File: src/rtl/therm_guard_pkg.sv
package therm_guard_pkg;

  localparam logic [31:0] OFS_LIMIT = 32'h00;
  localparam logic [31:0] OFS_SLOPE = 32'h04;
  localparam logic [31:0] OFS_GUARD = 32'h08;
  localparam logic [31:0] OFS_RESP  = 32'h0C;
  localparam logic [31:0] OFS_TEMP  = 32'h10;

  localparam int GUARD_BIT = 0;
  localparam int RESP_BIT  = 1;

  typedef enum logic [2:0] {
    SEL_NONE,
    SEL_LIMIT,
    SEL_SLOPE,
    SEL_GUARD,
    SEL_RESP,
    SEL_TEMP
  } reg_sel_e;

  function automatic reg_sel_e decode_ofs(input logic [31:0] a);
    case (a)
      OFS_LIMIT: decode_ofs = SEL_LIMIT;
      OFS_SLOPE: decode_ofs = SEL_SLOPE;
      OFS_GUARD: decode_ofs = SEL_GUARD;
      OFS_RESP:  decode_ofs = SEL_RESP;
      OFS_TEMP:  decode_ofs = SEL_TEMP;
      default:   decode_ofs = SEL_NONE;
    endcase
  endfunction

endpackage

File: src/rtl/therm_guard_regs.sv
module therm_guard_regs
  import therm_guard_pkg::*;
#(
  parameter int DATA_W    = 32,
  parameter int ADDR_W    = 8,
  parameter int TEMP_W    = 8,
  parameter int LIMIT_RST = 125,
  parameter int SLOPE_RST = 25
) (
  input  logic              clk,
  input  logic              rst,
  input  logic              bus_we,
  input  logic [ADDR_W-1:0] bus_addr,
  input  logic [DATA_W-1:0] bus_wdata,
  output logic [DATA_W-1:0] bus_rdata,
  input  logic [TEMP_W-1:0] cur_temp,
  output logic [TEMP_W-1:0] limit_q,
  output logic [DATA_W-1:0] slope_q,
  output logic              resp_en_q,
  output logic              guard_q
);

  reg_sel_e          sel;
  logic              prot_wr;
  logic [DATA_W-1:0] rd_mux;

  assign sel     = decode_ofs(32'(bus_addr));
  // Every control that shapes detection or response shares the one guard.
  assign prot_wr = bus_we && !guard_q;

  always_comb begin
    rd_mux = '0;
    case (sel)
      SEL_LIMIT: rd_mux[TEMP_W-1:0] = limit_q;
      SEL_SLOPE: rd_mux             = slope_q;
      SEL_GUARD: rd_mux[GUARD_BIT]  = guard_q;
      SEL_RESP:  rd_mux[RESP_BIT]   = resp_en_q;
      SEL_TEMP:  rd_mux[TEMP_W-1:0] = cur_temp;
      default:   rd_mux             = '0;
    endcase
  end

  always_ff @(posedge clk) begin
    if (rst) begin
      guard_q   <= 1'b0;
      limit_q   <= TEMP_W'(LIMIT_RST);
      slope_q   <= DATA_W'(SLOPE_RST);
      resp_en_q <= 1'b0;
      bus_rdata <= '0;
    end else begin
      if (bus_we && sel == SEL_GUARD && bus_wdata[GUARD_BIT])
        guard_q <= 1'b1;
      if (prot_wr && sel == SEL_LIMIT)
        limit_q <= bus_wdata[TEMP_W-1:0];
      if (prot_wr && sel == SEL_SLOPE)
        slope_q <= bus_wdata;
      if (prot_wr && sel == SEL_RESP)
        resp_en_q <= bus_wdata[RESP_BIT];
      bus_rdata <= rd_mux;
    end
  end

endmodule

File: src/rtl/therm_guard_conv.sv
module therm_guard_conv #(
  parameter int RAW_W   = 12,
  parameter int SLOPE_W = 32,
  parameter int TEMP_W  = 8,
  parameter int FRAC_SH = 4
) (
  input  logic               clk,
  input  logic               rst,
  input  logic [RAW_W-1:0]   raw_in,
  input  logic               raw_valid,
  input  logic [SLOPE_W-1:0] slope,
  output logic [TEMP_W-1:0]  cur_temp
);

  localparam int PROD_W = RAW_W + SLOPE_W;

  logic [PROD_W-1:0] prod;
  logic [PROD_W-1:0] scaled;
  logic [TEMP_W-1:0] clipped;

  assign prod   = PROD_W'(raw_in) * PROD_W'(slope);
  assign scaled = prod >> FRAC_SH;

  generate
    if (PROD_W > TEMP_W) begin : g_clip
      assign clipped = (|scaled[PROD_W-1:TEMP_W]) ? {TEMP_W{1'b1}}
                                                  : scaled[TEMP_W-1:0];
    end else begin : g_noclip
      assign clipped = TEMP_W'(scaled);
    end
  endgenerate

  always_ff @(posedge clk) begin
    if (rst)            cur_temp <= '0;
    else if (raw_valid) cur_temp <= clipped;
  end

endmodule

File: src/rtl/therm_guard_trip.sv
module therm_guard_trip #(
  parameter int TEMP_W = 8
) (
  input  logic              clk,
  input  logic              rst,
  input  logic              resp_en,
  input  logic [TEMP_W-1:0] cur_temp,
  input  logic [TEMP_W-1:0] limit,
  output logic              shutdown_req
);

  always_ff @(posedge clk) begin
    if (rst) shutdown_req <= 1'b0;
    else     shutdown_req <= resp_en && (cur_temp >= limit);
  end

endmodule

File: src/rtl/therm_guard.sv
module therm_guard #(
  parameter int DATA_W    = 32,
  parameter int ADDR_W    = 8,
  parameter int RAW_W     = 12,
  parameter int TEMP_W    = 8,
  parameter int FRAC_SH   = 4,
  parameter int LIMIT_RST = 125,
  parameter int SLOPE_RST = 25
) (
  input  logic              clk,
  input  logic              rst,
  input  logic              bus_we,
  input  logic [ADDR_W-1:0] bus_addr,
  input  logic [DATA_W-1:0] bus_wdata,
  output logic [DATA_W-1:0] bus_rdata,
  input  logic [RAW_W-1:0]  raw_in,
  input  logic              raw_valid,
  output logic              shutdown_req
);

  logic [TEMP_W-1:0] limit_q;
  logic [DATA_W-1:0] slope_q;
  logic              resp_en_q;
  logic              guard_q;
  logic [TEMP_W-1:0] cur_temp_q;

  therm_guard_regs #(
    .DATA_W(DATA_W), .ADDR_W(ADDR_W), .TEMP_W(TEMP_W),
    .LIMIT_RST(LIMIT_RST), .SLOPE_RST(SLOPE_RST)
  ) u_regs (
    .clk(clk), .rst(rst),
    .bus_we(bus_we), .bus_addr(bus_addr), .bus_wdata(bus_wdata),
    .bus_rdata(bus_rdata), .cur_temp(cur_temp_q),
    .limit_q(limit_q), .slope_q(slope_q),
    .resp_en_q(resp_en_q), .guard_q(guard_q)
  );

  therm_guard_conv #(
    .RAW_W(RAW_W), .SLOPE_W(DATA_W), .TEMP_W(TEMP_W), .FRAC_SH(FRAC_SH)
  ) u_conv (
    .clk(clk), .rst(rst),
    .raw_in(raw_in), .raw_valid(raw_valid),
    .slope(slope_q), .cur_temp(cur_temp_q)
  );

  therm_guard_trip #(.TEMP_W(TEMP_W)) u_trip (
    .clk(clk), .rst(rst),
    .resp_en(resp_en_q), .cur_temp(cur_temp_q), .limit(limit_q),
    .shutdown_req(shutdown_req)
  );

endmodule

File: config.mk
export PLATFORM = sky130hd
export DESIGN_NAME = therm_guard
export DESIGN_NICKNAME = d
export VERILOG_FILES = /design/src/rtl/therm_guard_pkg.sv /design/src/rtl/therm_guard_regs.sv /design/src/rtl/therm_guard_conv.sv /design/src/rtl/therm_guard_trip.sv /design/src/rtl/therm_guard.sv
export SDC_FILE = /design/constraint.sdc
export NUM_CORES = 1
export LEC_CHECK = 0
export BUFFER_PORTS_ARGS = -buffer_cell sky130_fd_sc_hd__buf_2
export CAP_MARGIN = 10
export CELL_PAD_IN_SITES_DETAIL_PLACEMENT = 1
export CELL_PAD_IN_SITES_GLOBAL_PLACEMENT = 1
export CORE_ASPECT_RATIO = 1.5
export CORE_MARGIN = 1
export CORE_UTILIZATION = 45
export CTS_CLUSTER_SIZE = 20
export DETAILED_ROUTE_END_ITERATION = 7
export GPL_TIMING_DRIVEN = 0
export PLACE_DENSITY = 0.87
export SYNTH_ARGS = -nofsm -noshare
export SYNTH_HDL_FRONTEND = slang
export SYNTH_SLANG_ARGS = --single-unit
File: constraint.sdc
create_clock -name clk -period 7.5 [get_ports clk]
set_input_delay 0 -clock clk [delete_from_list [all_inputs] [get_ports clk]]
set_output_delay 0 -clock clk [all_outputs]
set_load 0.02 [all_outputs]
==> run metrics, run 1 <==
detailed-route wire length per cell=32.6 um; final setup fails=0; number of nets at the end of the flow=2,309; number of vias per cell after detailed routing=6.53; number of library cell types mapped by synthesis=66; growth of design area from synthesis to finish=11.5%; layout cell share with drive strength beyond 1=0.0802; number of enable flip-flop cells after synthesis=0; transition time at the pin with the least slew margin=1.37 ns; clock tree from TritonCTS=done; total half-perimeter wirelength after legalization and detailed placement=47,600 um; Bufs and invs on worst path=5; CP Launch Point=u_regs.slope_q[31]$_SDFFE_PP0P_; worst r2r src=u_regs.slope_q[31]$_SDFFE_PP0P_; result of the run=finished, violations left; DRC violations left=1; start-to-end type of the worst setup path=flip-flop to flip-flop; first-iteration detailed-routing DRC count=1,376; primary flip-flop cell chosen by synthesis mapping=sky130_fd_sc_hd__dfxtp_1; gr ovfl total=0; Yosys Warn Count=0; Worst Clk Skew=0.0127 ns; clk slew on worst S/H paths=0.08 ns; start point of the worst hold path=bus_addr[3]; via count of the first global-routing pass=17,100; Port-buffer cells=84; global-route wire length before repair=112,000 um; buffer depth of the longest clock path=2; hold path cells=3; largest net degree at the start of global routing=16; violations in the final reports=DRC; cell at the slowest stage of the critical path=sky130_fd_sc_hd__fa_1; clock sink total=83; Clk Latency, worst-skew pair=0.36 ns; Worst R2R End=u_conv.cur_temp[3]$_SDFFE_PP0P_; setup_tns=0 ns; root buf cell=sky130_fd_sc_hd__clkbuf_16; Die Wd=151 um; final critical-path required period=7.45 ns; total count of hold-check failures in the final report=0; worst r2r path cells=22; sequential share of the synthesized area=0.111; Most common cell on crit path=sky130_fd_sc_hd__fa_1; setup slack at placement=-0.188 ns; data required time at the worst endpoint=7.70 ns; final core utilization=0.511; final design instance area without fill=0.0167 mm2; fill count=3,798; initial antenna violation count=19; CP max stage delay=0.88 ns; peak supply drop=0.000105 V; type of element capturing the critical path=flip-flop; Endpoint, Worst Hold=u_regs.bus_rdata[1]$_SDFF_PP0_; GR Util All Layers=0.467; depth of the CTS H-tree=3; area of the mapped netlist=0.0150 mm2; area of the placeable core=0.0327 mm2; total number of vias=15,000; cell leakage power=6.46 nW; slack of the worst reg-to-reg path=0.05 ns; vertical extent of the die=226 um; Inserted Clock Buffers=9; number of detailed-route iterations in the first pass=8; number of cell rows=81; async set-or-reset flop fraction in the synthesized netlist=0; sort of element at the start of the critical path=flip-flop; standard cell area after detailed placement=0.0160 mm2; mean post-synth cell area=8.65 um2; maximum net fanout on the critical path=10; gp weighted congestion=0.983; final WL=74,800 um; net count of the mapped netlist=2,179; leading post-synthesis cells by cell area=sky130_fd_sc_hd__fa_1, sky130_fd_sc_hd__dfxtp_1, sky130_fd_sc_hd__nand2_1; overall die area=0.0341 mm2; final number of max-transition violations=0; maximum operating frequency=134 MHz; final cycle utilization of the critical path=0.993; residual antenna-violating net count after detailed routing=0; Rel. slew slack=0.0881; number of top-level design ports=89; Total Power Consumption=0.00147 W; max_cap viols=0; area share of the largest cell type after synthesis=0.400; crit path DAT=7.65 ns; power per cell area=87.9 mW/mm2; post-synthesis cell count=1,736; #FFs+latches synth=83; crit-path cells=clkbuf_1, and2_1, fa_1, inv_1, fa_1, fa_1, fa_1, inv_1, ha_1, ha_1, clkbuf_1, o21a_1, o311ai_0, a211oi_1, nand4_1, nor4_1, nand4_1, nor4_1, nand4_1, nor4_4, buf_12, a211oi_1; starting density of the core=0.458; class of the most critical hold timing path=input pin to flip-flop; cell taking the most area after synthesis=sky130_fd_sc_hd__fa_1; Crit path max-delay family=adder cells; worst-case setup margin in the final layout=0.0540 ns
==> synth_stat cells, drive strengths merged (6+ instances only) <==
cell and count:
o21ai 36, nor2 50, nand3 11, nand4 18, o21a 10, a211oi 15
nand2b 7, clkbuf 101, xor2 12, inv 231, nand3b 10, xnor2 6
dfxtp 83, nor3 16, nor2b 6, fa 300, nand2 347, and2 186
a21o 14, o211ai 9, ha 87, a21oi 81, a222oi 8
==> final cells by class <==
type / instances / area, um2 / area share
Clock buffer: 9 / 225 / 0.0135
Timing Repair Buffer: 119 / 778 / 0.0465
Clock inverter: 7 / 101 / 0.00605
Tap cell: 415 / 519 / 0.0310
Sequential cell: 83 / 1670 / 0.0996
Buffer: 104 / 453 / 0.0271
Antenna cell: 7 / 17.5 / 0.00105
Multi-Input combinational cell: 1318 / 12100 / 0.724
Inverter: 231 / 867 / 0.0518
==> stage by stage <==
step                      hold slack [ns]  std cells
final                               0.133       2293
after global routing                0.159       2287
after CTS                          0.0894       2286
after detailed placement            0.251       2236
after global placement              0.230       2235
after floorplan                     0.121       1736
==> where the power goes <==
group | leakage [nW] | internal, W | switching (W)
Sequential | 0.672 | 0.000445 | 0.0000108
Clock | 0.152 | 0.000295 | 0.000218
Combinational | 5.63 | 0.000170 | 0.000333
Total | 6.46 | 0.000911 | 0.000561
==> worst reg2reg max path, delay by kind of cell (launching register included) <==
kind                       cells  cell delay, ns
buffers and inverters          5            1.09
DFF                            1            0.38
adders and majority gates      6            3.21
AOI/OAI and AO/OA              4            0.93
and+or+nand+nor                7            1.68
==> what timing repair did <==
item,in CTS,in global routing
buffers inserted,1,0
setup endpoints to repair,8,8
hold buffers,33,0
gates resized for setup,1,80
hold endpoints to repair,41,0
pin swaps,1,0
==> cell usage in the layout (no fill, tap or decap), types with 7 or more instances in the layout <==
cell	count
sky130_fd_sc_hd__dfxtp_1	79
sky130_fd_sc_hd__buf_2	88
sky130_fd_sc_hd__nor3_1	16
sky130_fd_sc_hd__ha_1	87
sky130_fd_sc_hd__nand2_1	345
sky130_fd_sc_hd__clkbuf_2	21
sky130_fd_sc_hd__and2_1	186
sky130_fd_sc_hd__xor2_1	12
sky130_fd_sc_hd__nand4_1	18
sky130_fd_sc_hd__inv_1	231
sky130_fd_sc_hd__a21o_1	14
sky130_fd_sc_hd__o211ai_1	9
sky130_fd_sc_hd__clkbuf_16	9
sky130_fd_sc_hd__o21ai_0	32
sky130_fd_sc_hd__a21oi_1	78
sky130_fd_sc_hd__fa_1	300
sky130_fd_sc_hd__a211oi_1	15
sky130_fd_sc_hd__nand2b_1	7
sky130_fd_sc_hd__nand3b_1	10
sky130_fd_sc_hd__o21a_1	10
sky130_fd_sc_hd__a222oi_1	8
sky130_fd_sc_hd__nor2_1	50
sky130_fd_sc_hd__clkbuf_1	72
sky130_fd_sc_hd__nand3_1	11
sky130_fd_sc_hd__diode_2	7
sky130_fd_sc_hd__dlygate4sd3_1	33
==> kinds of logic after synthesis <==
family	Yosys count	share of synthesized area
and+or+nand+nor	686	0.223
muxes	6	0.00417
adders and majority gates	387	0.473
AOI/OAI and AO/OA	221	0.0946
buffers and inverters	335	0.0844
xor gates and xnor gates	18	0.0105
DFF	83	0.111
==> worst max-delay path by stage <==
| stage | to | cells after the start | slack [ns] |
|---|---|---|---|
| after global placement | u_conv.cur_temp[1]$_SDFFE_PP0P_ | 18 | -0.05 |
| final | u_conv.cur_temp[3]$_SDFFE_PP0P_ | 22 | 0.05 |
| after floorplan | u_conv.cur_temp[0]$_SDFFE_PP0P_ | 21 | 1.22 |
| after detailed placement | u_conv.cur_temp[2]$_SDFFE_PP0P_ | 21 | -0.19 |
| after global routing | u_conv.cur_temp[7]$_SDFFE_PP0P_ | 23 | -0.12 |
| after CTS | u_conv.cur_temp[6]$_SDFFE_PP0P_ | 20 | 0.20 |
==> routing by layer <==
| metal | share of wire | global-route usage |
|---|---|---|
| met1 | 0.29 | 0.425 |
| met2 | 0.45 | 0.696 |
| met3 | 0.14 | 0.288 |
| met4 | 0.11 | 0.434 |
| met5 | 0.0053 | 0.111 |
==> flip-flops by register name, summed over array words and instances (netlist names) <==
| name | cells |
|---|---|
| u_regs.guard_q | 1 |
| u_trip.shutdown_req | 1 |
| u_regs.slope_q | 32 |
| u_regs.resp_en_q | 1 |
| u_regs.bus_rdata | 32 |
| u_conv.cur_temp | 8 |
| u_regs.limit_q | 8 |
Power figures use the tool's default switching activity.
==> run 2: changes to the inputs <==
--- a/config.mk
+++ b/config.mk
@@ -16,6 +16,7 @@
 export DETAILED_ROUTE_END_ITERATION = 7
 export GPL_TIMING_DRIVEN = 0
 export PLACE_DENSITY = 0.87
+export REMOVE_ABC_BUFFERS = 1
 export SYNTH_ARGS = -nofsm -noshare
 export SYNTH_HDL_FRONTEND = slang
 export SYNTH_SLANG_ARGS = --single-unit
==> run metrics, run 2 (synthesis results as in run 1) <==
peak supply drop=0.0000898 V (-15%); clock network fraction of total power=0.353 (+0.005); overall die area=0.0341 mm2 (unchanged); maximum net fanout on the critical path=14 (+4); Most common cell on crit path=sky130_fd_sc_hd__fa_1; depth of the CTS H-tree=3 (unchanged); detailed-route wire length per cell=22.5 um (-31%); relative contribution of sequential cells to total power=0.338 (+0.028); result of the run=finished clean; commonest cells after routing, fill and taps aside=sky130_fd_sc_hd__nand2_1, sky130_fd_sc_hd__fa_1, sky130_fd_sc_hd__inv_1, sky130_fd_sc_hd__and2_1, sky130_fd_sc_hd__buf_2; total count of hold-check failures in the final report=0 (unchanged); storage element area=0.00169 mm2 (+1.1%); number of cell rows=81 (unchanged); layout cell share with drive strength beyond 1=0.0773 (-0.00290); number of detailed-route iterations in the first pass=5 (-3); Port-buffer cells=88 (+4.8%); total half-perimeter wirelength after legalization and detailed placement=36,900 um (-22%); start-to-end type of the worst setup path=flip-flop to flip-flop; cell leakage power=6.25 nW (-3.2%); final cycle utilization of the critical path=0.982 (-0.0106); sort of element at the start of the critical path=flip-flop; clock tree from TritonCTS=done; Worst Clk Skew=0.00510 ns (-0.00761 ns); Gate power share=0.309 (-0.033); crit path DAT=7.55 ns (-0.10 ns); via count of the first global-routing pass=15,300 (-10%); antenna fix cells=0 (-7); final setup fails=0 (unchanged); gr ovfl total=0 (unchanged); Bufs and invs on worst path=1 (-4); type of element capturing the critical path=flip-flop; most common cell after layout, fill and taps aside=sky130_fd_sc_hd__nand2_1; gp weighted congestion=0.964 (-2.0%); transition time at the pin with the least slew margin=1.10 ns (-0.273 ns); final number of max-transition violations=0 (unchanged); largest net degree at the start of global routing=55 (+39); Crit path max-delay family=adder cells; total number of vias=12,900 (-14%); internal cell power=0.000875 W (-3.9%); setup_tns=0 ns (unchanged); vertical extent of the die=226 um (unchanged); number of top-level design ports=89 (unchanged); clock sink total=83 (unchanged); fill count=3,849 (+1.3%); total net switching power=0.000466 W (-17%); data required time at the worst endpoint=7.69 ns (about the same); max_cap viols=0 (unchanged); first-iteration detailed-routing DRC count=698 (-49%); power per cell area=82.3 mW/mm2 (-6.4%); starting density of the core=0.458 (unchanged); Inserted Clock Buffers=9 (unchanged); Rel. slew slack=0.270 (+0.182); maximum operating frequency=136 MHz (+1.1%); clk slew on worst S/H paths=0.07 ns (about the same); global-route wire length before repair=79,000 um (-29%); Clk Latency, worst-skew pair=0.36 ns (about the same); CP max stage delay=0.73 ns (-0.15 ns); proportion of total power due to net switching=0.347 (-0.0340); number of vias per cell after detailed routing=5.88 (-9.9%); DRC violations left=0 (-1); number of nets at the end of the flow=2,211 (-4.2%); multi-input gate area in the final layout=0.0121 mm2 (-0.20%); final critical-path required period=7.37 ns (-0.0796 ns); registers with the highest flip-flop counts=u_regs.bus_rdata (32), u_regs.slope_q (32); cell at the slowest stage of the critical path=sky130_fd_sc_hd__dfxtp_1; GR Util All Layers=0.306 (-0.161); initial antenna violation count=0 (-19); final WL=49,200 um (-34%); unrepaired setup endpoints after global routing=false; growth of design area from synthesis to finish=8.56%; crit-path cells=nand2_1, fa_1, fa_1, fa_1, fa_1, fa_1, inv_1, ha_1, a21oi_1, o21a_1, o2111ai_1, o31ai_1, o21a_1, o31ai_1, xor2_1, or4_4, nor4_4, a211oi_1; root buf cell=sky130_fd_sc_hd__clkbuf_16; buffer depth of the longest clock path=2 (unchanged); final core utilization=0.498 (-0.0136); Die Wd=151 um (unchanged); residual antenna-violating net count after detailed routing=0 (unchanged); area of the placeable core=0.0327 mm2 (unchanged); class of the most critical hold timing path=input pin to flip-flop
run 2: per-layer routing:
metal	routed length [um]	GRT usage	part of all wire
met1	16100	0.292	0.33
met2	27500	0.585	0.56
met3	2070	0.0416	0.042
met4	3540	0.219	0.072
met5	0	0	0
run 2: power by group through the flow:
stage | logic [W] | registers [W] | clock network, W
finish | 0.000414 | 0.000453 | 0.000473
global route | 0.000457 | 0.000454 | 0.000491
CTS | 0.000412 | 0.000453 | 0.000479
detailed placement | 0.000392 | 0.000463 | 0
global placement | 0.000373 | 0.000463 | 0
floorplan | 0.000244 | 0.000459 | 0
run 2: timing repair:
action	in CTS	in global routing
buffers inserted	0	0
gates resized for setup	0	20
hold buffers	33	0
hold endpoints to repair	42	0
endpoints found under the setup margin	0	8
run 2: through the flow:
| step | instances | instance area [um2] | hold slack (ns) | total power (W) | worst slack, ns |
|---|---|---|---|---|---|
| global route | 2188 | 16300 | 0.0226 | 0.00140 | 0.00463 |
| global placement | 2135 | 15600 | 0.231 | 0.000835 | 0.279 |
| detailed placement | 2139 | 15600 | 0.247 | 0.000855 | 0.127 |
| finish | 2188 | 16300 | 0.0170 | 0.00134 | 0.134 |
| floorplan | 1632 | 14600 | 0.0691 | 0.000703 | 1.34 |
| CTS | 2188 | 16300 | 0.0140 | 0.00134 | 0.0199 |
run 2: final timing paths:
check                                       start                         endpoint  slack, ns  depth (start not counted)
hold reg to reg    u_regs.limit_q[7]$_SDFFE_PP0P_   u_regs.limit_q[7]$_SDFFE_PP0P_       0.49                          2
hold / removal                        bus_addr[3]   u_regs.bus_rdata[1]$_SDFF_PP0_       0.02                          3
setup reg to reg  u_regs.slope_q[16]$_SDFFE_PP0P_  u_conv.cur_temp[6]$_SDFFE_PP0P_       0.13                         18
setup / recovery  u_regs.slope_q[16]$_SDFFE_PP0P_  u_conv.cur_temp[6]$_SDFFE_PP0P_       0.13                         18
run 2: layout make-up:
class	instances	share of cell area
well taps	415	0.0319
repair buffers	125	0.0505
clock buffers	10	0.0147
multi-input cells	1318	0.742
inverters	231	0.0532
flip-flops and latches	83	0.103
clock inverters	6	0.00445
run 2: worst register-to-register path: cells and delay by family, from the launching register on:
kind	cells	cell delay (ns)
xor gates and xnor gates	1	0.17
adders and majority gates	6	3.13
AOI/OAI and AO/OA	7	1.78
and+or+nand+nor	3	1.35
buffers and inverters	1	0.06
DFF	1	0.73
==> run 3: changes to the inputs <==
--- a/config.mk
+++ b/config.mk
@@ -5,6 +5,7 @@
 export SDC_FILE = /design/constraint.sdc
 export NUM_CORES = 1
 export LEC_CHECK = 0
+export ABC_AREA = 1
 export BUFFER_PORTS_ARGS = -buffer_cell sky130_fd_sc_hd__buf_2
 export CAP_MARGIN = 10
 export CELL_PAD_IN_SITES_DETAIL_PLACEMENT = 1
@@ -15,7 +16,7 @@
 export CTS_CLUSTER_SIZE = 20
 export DETAILED_ROUTE_END_ITERATION = 7
 export GPL_TIMING_DRIVEN = 0
-export PLACE_DENSITY = 0.87
+export PLACE_DENSITY = 0.9
 export REMOVE_ABC_BUFFERS = 1
 export SYNTH_ARGS = -nofsm -noshare
 export SYNTH_HDL_FRONTEND = slang
==> run metrics, run 3 <==
Most common cell on crit path=sky130_fd_sc_hd__nand2_1; transition time at the pin with the least slew margin=1.06 ns (-0.0311 ns); start point of the worst hold path=raw_valid; final setup fails=0 (unchanged); gp weighted congestion=0.918 (-4.7%); CP max stage delay=0.88 ns (+0.15 ns); cell at the slowest stage of the critical path=sky130_fd_sc_hd__dfxtp_1; gr ovfl total=0 (unchanged); starting density of the core=0.457 (-0.000994); fill count=4,559 (+18%); mean post-synth cell area=7.16 um2 (-17%); class of the most critical hold timing path=input pin to flip-flop; sort of element at the start of the critical path=flip-flop; Rel. slew slack=0.289 (+0.0190); largest net degree at the start of global routing=44 (-20%); number of top-level design ports=89 (unchanged); worst r2r src=u_regs.slope_q[9]$_SDFFE_PP0P_; DRC violations left=0 (unchanged); Inserted Clock Buffers=9 (unchanged); Bufs and invs on worst path=2 (+1); Worst Clk Skew=0.0105 ns (+0.00537 ns); final design instance area without fill=0.0175 mm2 (+7.2%); peak supply drop=0.000133 V (+49%); type of element capturing the critical path=flip-flop; standard cell area after detailed placement=0.0168 mm2 (+7.5%); buffer count from post-CTS setup fixing=0 (unchanged); #FFs+latches synth=83 (unchanged); number of hold buffers added after cts=33 (unchanged); total number of vias=15,700 (+22%); area of the mapped netlist=0.0161 mm2 (+7.0%); detailed-route wire length per cell=23.1 um (+2.5%); overall die area=0.0365 mm2 (+6.9%); async set-or-reset flop fraction in the synthesized netlist=0 (unchanged); leading post-synthesis cells by cell area=sky130_fd_sc_hd__fa_1, sky130_fd_sc_hd__nand2_1, sky130_fd_sc_hd__inv_1; setup_tns=0 ns (unchanged); via count of the first global-routing pass=18,400 (+20%); worst hold slack=0.0394 ns (+0.0224 ns); post-synthesis cell count=2,242 (+29%); Crit path max-delay family=adder cells; crit-path cells=nand2_1, fa_1, fa_1, fa_1, fa_1, fa_1, inv_1, ha_1, nand2_1, nor2_1, nand2_1, nor2_1, nand2_1, nand3_1, nand2_1, nand3_1, nand2_1, nor2_1, nand2_1, nor2_4, nand4_1, nand2_1, inv_1; cell leakage power=8.48 nW (+36%); final critical-path required period=7.12 ns (-0.249 ns); most common cell after layout, fill and taps aside=sky130_fd_sc_hd__nand2_1; primary flip-flop cell chosen by synthesis mapping=sky130_fd_sc_hd__dfxtp_1; antenna fix cells=0 (unchanged); clock sink total=83 (unchanged); CP Launch Point=u_regs.slope_q[9]$_SDFFE_PP0P_; max_cap viols=0 (unchanged); commonest cells after routing, fill and taps aside=sky130_fd_sc_hd__nand2_1, sky130_fd_sc_hd__inv_1, sky130_fd_sc_hd__fa_1, sky130_fd_sc_hd__nor2_1, sky130_fd_sc_hd__buf_2; total half-perimeter wirelength after legalization and detailed placement=43,800 um (+19%); initial antenna violation count=0 (unchanged); depth of the CTS H-tree=3 (unchanged); number of nets at the end of the flow=2,735 (+24%); area share of the largest cell type after synthesis=0.374 (-0.0262); number of vias per cell after detailed routing=5.68 (-3.3%); final cycle utilization of the critical path=0.949 (-0.0332); unrepaired setup endpoints after global routing=false; number of enable flip-flop cells after synthesis=0 (unchanged); vertical extent of the die=233 um (+3.4%); final number of max-transition violations=0 (unchanged); root buf cell=sky130_fd_sc_hd__clkbuf_16; power per cell area=82.4 mW/mm2 (+0.14%); ranking of synthesized cells by instance count=sky130_fd_sc_hd__nand2_1, sky130_fd_sc_hd__inv_1, sky130_fd_sc_hd__fa_1; number of detailed-route iterations in the first pass=5 (unchanged); layout cell share with drive strength beyond 1=0.0727 (-0.00457); buffer depth of the longest clock path=2 (unchanged); total count of hold-check failures in the final report=0 (unchanged); global-route wire length before repair=99,200 um (+26%); Port-buffer cells=88 (unchanged); Yosys Warn Count=0 (unchanged); registers with the highest flip-flop counts=u_regs.bus_rdata (32), u_regs.slope_q (32); growth of design area from synthesis to finish=8.78%; GR Util All Layers=0.368 (+0.0616); clk slew on worst S/H paths=0.07 ns (about the same); final WL=63,900 um (+30%); Die Wd=156 um (+3.4%); maximum operating frequency=141 MHz (+3.5%); top-count cell post-synth=sky130_fd_sc_hd__nand2_1; post-cts resize count=0 (unchanged); number of library cell types mapped by synthesis=47 (-29%); data required time at the worst endpoint=7.77 ns (+0.08 ns); number of cell rows=84 (+3.7%); maximum net fanout on the critical path=14 (unchanged); area of the placeable core=0.0351 mm2 (+7.2%); sequential share of the synthesized area=0.103 (-0.00725); Clk Latency, worst-skew pair=0.39 ns (+0.03 ns); residual antenna-violating net count after detailed routing=0 (unchanged); clock tree from TritonCTS=done; start-to-end type of the worst setup path=flip-flop to flip-flop; result of the run=finished clean; cell taking the most area after synthesis=sky130_fd_sc_hd__fa_1; first-iteration detailed-routing DRC count=990 (+42%); crit path DAT=7.39 ns (-0.16 ns)
run 3: cell count changes after synthesis, moves of 20 or more:
cell and delta:
sky130_fd_sc_hd__nand2_1 +370, sky130_fd_sc_hd__inv_1 +315, sky130_fd_sc_hd__and2_1 -185, sky130_fd_sc_hd__nor2_1 +70, sky130_fd_sc_hd__nand3_1 +65, sky130_fd_sc_hd__o21ai_0 -23
sky130_fd_sc_hd__clkbuf_1 -20
run 3: per-stage QoR:
step	total power, W	util	setup slack (ns)	cells
floorplan	0.000753	-	2.60	2156
global placement	0.000908	0.477	1.56	2717
detailed placement	0.000937	0.478	1.36	2719
CTS	0.00140	0.496	1.29	2768
global route	0.00149	0.498	0.139	2770
finish	0.00144	0.498	0.383	2770
run 3: final timing paths:
path                                           to  slack [ns]  depth (start not counted)
setup / recovery  u_conv.cur_temp[5]$_SDFFE_PP0P_        0.38                         23
hold / removal    u_conv.cur_temp[4]$_SDFFE_PP0P_        0.04                          5
setup reg to reg  u_conv.cur_temp[5]$_SDFFE_PP0P_        0.38                         23
hold reg to reg       u_regs.guard_q$_SDFFE_PP0P_        0.49                          2
run 3: logic make-up (layout without fill, tap and decap cells):
| logic type | Yosys count | after routing | share of synthesized area |
|---|---|---|---|
| buffers and inverters | 652 | 707 | 0.153 |
| and+or+nand+nor | 985 | 985 | 0.251 |
| xor gates and xnor gates | 15 | 15 | 0.00818 |
| AOI/OAI and AO/OA | 120 | 120 | 0.0429 |
| DFF | 83 | 83 | 0.103 |
| adders and majority gates | 387 | 387 | 0.442 |
run 3: cell type report:
type                       count  area [um2]  share of cell area
multi-input combinational   1507       12000               0.684
sequential                    83        1660              0.0951
clock inverter                 7        66.3             0.00380
inverter                     566        2120               0.122
timing repair buffer         125         848              0.0486
clock buffer                   9         225              0.0129
tap                          473         592              0.0339
run 3: metal layers:
layer | vias up | part of all wire | GRT usage
li1 | 6559 | - | -
met4 | 0 | 0.11 | 0.375
met3 | 510 | 0.071 | 0.0983
met2 | 922 | 0.52 | 0.647
met5 | - | 0 | 0
met1 | 7751 | 0.30 | 0.331
run 3: power breakdown:
group	total (W)	switching (W)	internal [W]
Sequential	0.000452	0.00000628	0.000445
Combinational	0.000516	0.000347	0.000169
Clock	0.000472	0.000238	0.000234
run 3: worst reg2reg max path, delay by kind of cell, from the launching register on:
kind,cells,cell delay [ns]
simple gates,15,2.35
flops,1,0.88
buf+inv,2,0.17
fa+ha+maj,6,3.58
